`src/rtl/vsamp_pkg.sv`:
```
package vsamp_pkg;

    localparam int REG_W    = 8;
    localparam int LVL_W    = 4;
    localparam int BIT_CONT = 4;   // write: back-to-back enable, read: busy
    localparam int BIT_PER  = 5;   // interval enable (read and write)

    typedef enum logic [2:0] {
        ST_BOOT   = 3'd0,
        ST_IDLE   = 3'd1,
        ST_SAMPLE = 3'd2,
        ST_DRAIN  = 3'd3,
        ST_ASLEEP = 3'd4
    } vs_state_e;

endpackage

```
`src/rtl/vsamp_tick_cnt.sv`:
```
// Counts timebase ticks while enabled; pulses 'last' on the tick that
// completes LIMIT ticks and wraps to zero on it.
module vsamp_tick_cnt #(
    parameter int LIMIT = 8
) (
    input  logic clk,
    input  logic rst_n,
    input  logic clr,
    input  logic en,
    input  logic tick,
    output logic last
);

    generate
        if (LIMIT < 2) begin : g_single
            logic unused_pins;
            assign unused_pins = clk ^ rst_n;
            assign last = en & tick & ~clr;
        end else begin : g_count
            localparam int CW = $clog2(LIMIT);
            localparam logic [CW-1:0] END_VAL = CW'(LIMIT - 1);

            logic [CW-1:0] cnt;
            logic          at_end;

            assign at_end = (cnt == END_VAL);
            assign last   = en & tick & at_end & ~clr;

            always_ff @(posedge clk or negedge rst_n) begin
                if (!rst_n) begin
                    cnt <= '0;
                end else if (clr) begin
                    cnt <= '0;
                end else if (en && tick) begin
                    cnt <= at_end ? '0 : cnt + CW'(1);
                end
            end
        end
    endgenerate

endmodule

```
`src/rtl/vsamp_mode_reg.sv`:
```
// Mode enables and the latched detection level.
module vsamp_mode_reg
    import vsamp_pkg::*;
(
    input  logic             clk,
    input  logic             rst_n,
    input  logic             wr_en,
    input  logic [REG_W-1:0] wr_data,
    input  logic             sleep_req,
    input  logic             win_done,
    input  logic [LVL_W-1:0] lvl_in,
    output logic             cont_en,
    output logic             per_en,
    output logic [LVL_W-1:0] result
);

    // Write bits other than the two enables carry no state.
    logic unused_wr_bits;
    assign unused_wr_bits = ^{wr_data[REG_W-1:BIT_PER+1], wr_data[LVL_W-1:0]};

    always_ff @(posedge clk or negedge rst_n) begin
        if (!rst_n) begin
            cont_en <= 1'b0;
            per_en  <= 1'b0;
        end else if (sleep_req) begin
            cont_en <= 1'b0;
            per_en  <= 1'b0;
        end else if (wr_en) begin
            cont_en <= wr_data[BIT_CONT];
            per_en  <= wr_data[BIT_PER];
        end
    end

    always_ff @(posedge clk or negedge rst_n) begin
        if (!rst_n) begin
            result <= '0;
        end else if (win_done) begin
            result <= lvl_in;
        end
    end

endmodule

```
`src/rtl/vsamp_fsm.sv`:
```
// Window sequencing and sleep handshake.
module vsamp_fsm
    import vsamp_pkg::*;
(
    input  logic clk,
    input  logic rst_n,
    input  logic sleep_req,
    input  logic cont_en,
    input  logic per_hit,
    input  logic win_done,
    output logic busy,
    output logic sleep_ack
);

    vs_state_e state, state_nx;

    // State register
    always_ff @(posedge clk or negedge rst_n) begin
        if (!rst_n) begin
            state <= ST_BOOT;
        end else begin
            state <= state_nx;
        end
    end

    // Next state
    always_comb begin
        state_nx = state;
        unique case (state)
            ST_BOOT, ST_SAMPLE: begin
                if (win_done) begin
                    if (sleep_req)    state_nx = ST_ASLEEP;
                    else if (cont_en) state_nx = ST_SAMPLE;
                    else              state_nx = ST_IDLE;
                end else if (sleep_req) begin
                    state_nx = ST_DRAIN;
                end
            end
            ST_IDLE: begin
                if (sleep_req)             state_nx = ST_ASLEEP;
                else if (cont_en || per_hit) state_nx = ST_SAMPLE;
            end
            ST_DRAIN: begin
                if (win_done) state_nx = ST_ASLEEP;
            end
            ST_ASLEEP: begin
                if (!sleep_req) state_nx = ST_IDLE;
            end
            default: state_nx = ST_IDLE;
        endcase
    end

    // Outputs
    always_comb begin
        busy      = 1'b0;
        sleep_ack = 1'b0;
        unique case (state)
            ST_BOOT, ST_SAMPLE, ST_DRAIN: busy = 1'b1;
            ST_ASLEEP:                    sleep_ack = 1'b1;
            ST_IDLE:                      ;
            default:                      ;
        endcase
    end

endmodule

```
`src/rtl/vsamp_ctrl.sv`:
```
module vsamp_ctrl
    import vsamp_pkg::*;
#(
    parameter int WIN_TICKS    = 8,
    parameter int PERIOD_TICKS = 4096
) (
    input  logic             clk,
    input  logic             rst_n,
    input  logic             tick,
    input  logic             wr_en,
    input  logic [REG_W-1:0] wr_data,
    output logic [REG_W-1:0] rd_data,
    input  logic [LVL_W-1:0] lvl_in,
    input  logic             sleep_req,
    output logic             cmp_on,
    output logic             sleep_ack
);

    localparam int PAD_W = REG_W - BIT_PER - 1;

    logic             busy;
    logic             win_done;
    logic             per_hit;
    logic             cont_en;
    logic             per_en;
    logic [LVL_W-1:0] result;

    vsamp_tick_cnt #(.LIMIT(WIN_TICKS)) u_win (
        .clk  (clk),
        .rst_n(rst_n),
        .clr  (~busy),
        .en   (busy),
        .tick (tick),
        .last (win_done)
    );

    vsamp_tick_cnt #(.LIMIT(PERIOD_TICKS)) u_per (
        .clk  (clk),
        .rst_n(rst_n),
        .clr  (~per_en),
        .en   (per_en),
        .tick (tick),
        .last (per_hit)
    );

    vsamp_mode_reg u_reg (
        .clk      (clk),
        .rst_n    (rst_n),
        .wr_en    (wr_en),
        .wr_data  (wr_data),
        .sleep_req(sleep_req),
        .win_done (win_done),
        .lvl_in   (lvl_in),
        .cont_en  (cont_en),
        .per_en   (per_en),
        .result   (result)
    );

    vsamp_fsm u_fsm (
        .clk      (clk),
        .rst_n    (rst_n),
        .sleep_req(sleep_req),
        .cont_en  (cont_en),
        .per_hit  (per_hit),
        .win_done (win_done),
        .busy     (busy),
        .sleep_ack(sleep_ack)
    );

    assign cmp_on  = busy;
    assign rd_data = {{PAD_W{1'b0}}, per_en, busy, result};

endmodule

```
`config.mk`:
```
export PLATFORM = sky130hd
export DESIGN_NAME = vsamp_ctrl
export DESIGN_NICKNAME = d
export VERILOG_FILES = /design/src/rtl/vsamp_pkg.sv /design/src/rtl/vsamp_tick_cnt.sv /design/src/rtl/vsamp_mode_reg.sv /design/src/rtl/vsamp_fsm.sv /design/src/rtl/vsamp_ctrl.sv
export SDC_FILE = /design/constraint.sdc
export NUM_CORES = 1
export LEC_CHECK = 0
export CORE_UTILIZATION = 45
export CTS_BUF_LIST = sky130_fd_sc_hd__clkbuf_4 sky130_fd_sc_hd__clkbuf_8 sky130_fd_sc_hd__clkbuf_16
export DETAILED_ROUTE_END_ITERATION = 8
export PLACE_DENSITY_LB_ADDON = 0.15
export SLEW_MARGIN = 20
export SYNTH_ARGS = -nofsm -noshare
export SYNTH_HDL_FRONTEND = slang
export SYNTH_SLANG_ARGS = --single-unit
```
`constraint.sdc`:
```
create_clock -name clk -period 1.9 [get_ports clk]
set_clock_uncertainty 0.1 [all_clocks]
set_input_delay 0.38 -clock clk [delete_from_list [all_inputs] [get_ports clk]]
set_output_delay 0.38 -clock clk [all_outputs]
set_load 0.02 [all_outputs]
```
# After elaboration in Yosys (flattened, before gate mapping)

Cells that the tools add are included.

Bits in writable memories: 0
Word-level logic and storage cells: 55
Memory bits (read-only): 0
Output and inout bits: 10
Memories kept: 0
Flip-flop bits (word level): 24
Latch bits: 0
Input bits: 17

$lt $le $gt $ge: 0
Bitwise operators: 6
Shifts and indexed selects: 0
Reductions and logical operators: 8
Add/sub/neg operators: 2
Div/mod/pow operators: 0
Equal/unequal tests: 12
Multiply operators: 0
Mux-type cells: 21

Operators with widths:

| operator              | count |
|---|---|
| $mux 12               | 3 |
| $mux 3                | 10 |
| $add 12x1->12 const B | 1 |
| $eq 12x12->1 const B  | 1 |
| $pmux 3 s4            | 1 |
| $and 1x1->1           | 6 |
| $eq 3x2->1 const B    | 2 |
| $eq 3x3->1 const B    | 2 |
| $mux 1                | 6 |
| $ne 2x2->1 const B    | 3 |
| $ne 3x2->1 const B    | 2 |
| $reduce_and 4->1      | 1 |
| $add 3x1->3 const B   | 1 |
| $eq 3x1->1 const B    | 1 |
| $logic_not 3->1       | 1 |
| $reduce_or 3->1       | 1 |
| $logic_and 1x1->1     | 2 |
| $mux 2                | 1 |
| $ne 2x1->1 const B    | 1 |
| $reduce_bool 2->1     | 1 |
| $reduce_or 2->1       | 1 |
| $logic_or 1x1->1      | 1 |

# Depth between registers and ports, before layout

Depth in word-level cells: 8
Depth in mapped cells: 6
Mapped depth without buffers: 6

# By module

A second synthesis with hierarchy kept.

Cells, all modules: 135
Area, all modules: 1336.3 µm²

By module, submodules not included:

| module                 | seq. area each (µm²) | area an instance (µm²) | times used | cells each |
|---|---|---|---|---|
| vsamp_tick_cnt (u_per) | 300.3                | 650.6                  | 1          | 69 |
| vsamp_fsm              | 75.1                 | 245.2                  | 1          | 30 |
| vsamp_mode_reg         | 150.1                | 222.7                  | 1          | 14 |
| vsamp_tick_cnt (u_win) | 75.1                 | 176.4                  | 1          | 15 |
| vsamp_ctrl             | 0.0                  | 41.3                   | 1          | 7 |

# Worst setup path before layout

Ideal clock, no wire load.

Path kind: register to register
Start point: register u_win.g_count.cnt[0]
End point: register u_fsm.state[2]
Path slack: 117 ps
Arrival time: 1561 ps
Clock period less this slack: 1783 ps
Data required time: 1678 ps
Setup time: 122 ps
Cell stages (with the launch flop): 7
Buffers on the path: 0
Cell sequence: dfrtp_1 ha_1 ha_1 a211o_1 a21oi_1 a221oi_2 a32o_1

Longest elaborated chain between the ends: 5
Elaborated cells on any way between the ends: 8
Classes of those cells: eq/ne (3); mux (2); bitwise (2); reduce/logical (1)

RTL lines:

| what                                                     | line                 | source |
|---|---|---|
| start, declared                                          | vsamp_tick_cnt.sv:23 | `logic [CW-1:0] cnt;` |
| start signal, assigned                                   | vsamp_tick_cnt.sv:35 | `cnt <= at_end ? '0 : cnt + CW'(1);` |
| $eq 3x3->1 *                                             | vsamp_tick_cnt.sv:26 | `assign at_end = (cnt == END_VAL);` |
| $and 1x1->1 * (2 in a row)                               | vsamp_tick_cnt.sv:27 | `assign last = en & tick & at_end & ~clr;` |
| $ne 3x2->1 (no line) (tied with other cells)             | n/a                  |  |
| $reduce_and 4->1 (no line) or $pmux 3 s4 (tied branches) | n/a                  |  |
| end signal, assigned                                     | vsamp_fsm.sv:22      | `state <= state_nx;` |
| end, declared                                            | vsamp_fsm.sv:15      | `vs_state_e state, state_nx;` |

Every way passes the cells marked *; elsewhere a longest branch is shown, timed or not.
A chain may end at the register's enable or synchronous reset.

# Worst setup path after layout

Ends and elaborated chain as after synthesis.

==> impl_metrics.json <==
{
  "status": "finished clean",
  "powerDensity_nw_per_um2": 945,
  "firstDrtPassIters": 4,
  "wl_met1_um": 1170,
  "cts-root-to-sink-buffers": 2,
  "cp.required_ns": 2.02,
  "coreArea_sq_um": 2760,
  "finalSetupViolCount": 0,
  "reg2reg_from": "u_win.g_count.cnt[0]",
  "r2r_cells": 6,
  "syn_area_sq_um": 1320,
  "finalHoldViolations": 0,
  "areaGrowthSynthToFinish_pct": 25.8,
  "wl_um": 2620,
  "max_freq_mhz": 540,
  "synth_area_per_cell_sq_um": 10.6,
  "tightest_slew_ns": 0.506,
  "grt_pass1_vias": 1089,
  "cp_slowest_cell": "dfrtp_1",
  "critPathKind": "reg -> reg",
  "drt_iter0_markers": 47,
  "worstPathCellList": "ha_2, ha_4, a211o_1, a21oi_2, a221oi_4, a32o_1",
  "dieArea_sq_um": 3150,
  "worstHoldPathType": "in -> async",
  "cts_tree": "done",
  "synth_cell_types": 42,
  "grt_overflow": 0,
  "cap_violations": 0,
  "die_w_um": 56.1,
  "start_util_pct": 47.8,
  "synthMostInstantiatedCell": "dfrtp_1",
  "die_h_um": 56.1,
  "globalplace.congestion": 0.754,
  "rrSetupSlack_ns": 0.05,
  "routed-via-count": 1030,
  "ys_async_sr_fraction_pct": 100,
  "cp-start-kind": "flop",
  "post-route-drc-count": 0,
  "power_uw": 1570,
  "track_usage_pct": 19.0,
  "routed.top_layer": "met4",
  "port_buffers": 18,
  "holdWs_ns": 0.308,
  "clock_latency_ns": 0.31,
  "grt_max_degree": 25,
  "cp_max_fo": 5,
  "wl_per_cell_um": 14.2,
  "setup_ws_ns": 0.0494,
  "cp-end-kind": "flop",
  "ys_warn_count": 0,
  "vias_per_cell": 5.60,
  "grt_pass1_wl_um": 4750,
  "synth_area_leaders": "dfrtp_1 (46%), mux2i_1 (3.8%), mux2_1 (3.4%), xnor2_1 (3.3%), a31oi_1 (2.8%)",
  "wl_met2_um": 1390,
  "root_buffer": "clkbuf_4",
  "p_leak_uw": 0.000775,
  "cts_sinks": 24,
  "syn_inst": 124,
  "numCtsBuffers": 3,
  "vdd_drop_max_uv": 749,
  "synth_top_cells_by_count": "dfrtp_1 (24), nand2_1 (7), a31oi_1 (6), nor2_1 (6)",
  "dp_slack_ns": -0.167,
  "synth_top_area_share_pct": 45.6,
  "clkTransAtPathRegs_ns": 0.14,
  "rows": 19,
  "ys_seq_area_share_pct": 45.6,
  "ios": 27,
  "layout-drive-gt1-share_pct": 24.8,
  "slew_headroom_pct": 65.9,
  "ys.flop_type": "dfrtp_1",
  "wl_met3_um": 42,
  "tns_ns": 0,
  "period_needed_ns": 1.85,
  "holdBufCountCts": 0,
  "synth_edf_count": 0,
  "antenna_found_initial": 0,
  "reg2reg_to": "u_fsm.state[2]",
  "ys_ff_latch": 24,
  "maxSlewViolCount": 0,
  "ant_nets": 0,
  "cp.arrival_ns": 1.97,
  "finalCritPeriodShare_pct": 97.4,
  "max_stage_delay_ns": 0.42,
  "diodes": 0,
  "htreeDepth": 1,
  "dp_hpwl_um": 1930,
  "yosysTopAreaCell": "dfrtp_1",
  "fin_nets": 174
}
## worst max-delay path by stage
stage	startpoint	endpoint	cells past startpoint
after floorplan	u_win.g_count.cnt[0]	u_fsm.state[2]	6
after global placement	tick	u_fsm.state[2]	5
after detailed placement	tick	u_fsm.state[1]	5
after CTS	u_fsm.state[1]	sleep_ack	2
after global routing	u_win.g_count.cnt[0]	u_fsm.state[2]	6
final	u_win.g_count.cnt[0]	u_fsm.state[2]	6
## through the flow
| step | instance area (sq um) | std cells | utilization (%) |
|---|---|---|---|
| floorplan | 1320 | 125 | - |
| global placement | 1570 | 177 | 56.8 |
| detailed placement | 1570 | 177 | 56.8 |
| CTS | 1620 | 181 | 58.7 |
| global route | 1660 | 184 | 60.1 |
| finish | 1660 | 184 | 60.1 |
## placed cells by master (no fill, tap or decap), types with 5 or more instances in the layout
master / Yosys / routed
xnor2_1: 5 / 5
nand2_1: 7 / 7
clkdlybuf4s50_1: 0 / 14
and2_1: 5 / 5
dfrtp_1: 24 / 22
nand4_1: 5 / 5
nor2_1: 6 / 6
a31oi_1: 6 / 6
mux2i_1: 5 / 5
buf_4: 4 / 15
## registers in the layout (all words and copies together) (netlist names)
register and count:
u_win.g_count.cnt 3, u_reg.result 4, u_per.g_count.cnt 12, u_reg.per_en 1, u_fsm.state 3, u_reg.cont_en 1
## worst max-delay path, delay by kind of cell, from the launching register on
family | cells | cell delay, ns
adders and majority gates | 2 | 0.37
DFF | 1 | 0.42
AOI/OAI and AO/OA | 4 | 0.86
## cell type report
type / count / area [sq um]
repair buffers: 33 / 277
clock buffers: 3 / 22.5
multi-input cells: 89 / 676
fillers: 256 / 1100
flip-flops and latches: 24 / 603
inverters: 3 / 11.3
well taps: 31 / 38.8
clock inverters: 1 / 30.0
## cell families after synthesis
kind of cell	Yosys count	synth area share, %
and+or+nand+nor	45	19.6
AOI/OAI and AO/OA	24	14.5
DFF	24	45.6
buffers and inverters	12	5.79
muxes	10	8.07
xor gates and xnor gates	5	3.32
adders and majority gates	3	2.85
other	1	0.285
## power by group
part	switching [uW]	internal [uW]	leakage, uW	total [uW]
clock network	156	213	0.0000279	369
logic	277	294	0.000424	571
registers	55.5	571	0.000324	627
total	489	1080	0.000775	1570
## routing by layer
metal  up-vias  GRT usage (%)
li1        503              -
met1       519           23.6
met2         6           33.5
met3         2           2.33
met4         0           7.32
met5         -              0
## what timing repair did
action,CTS,global route
endpoints found under the hold margin,0,0
gates resized for setup,8,11
setup buffers,0,3
pin swaps,0,1
endpoints found under the setup margin,5,8
Note: power is estimated with default switching activity, not from simulation.
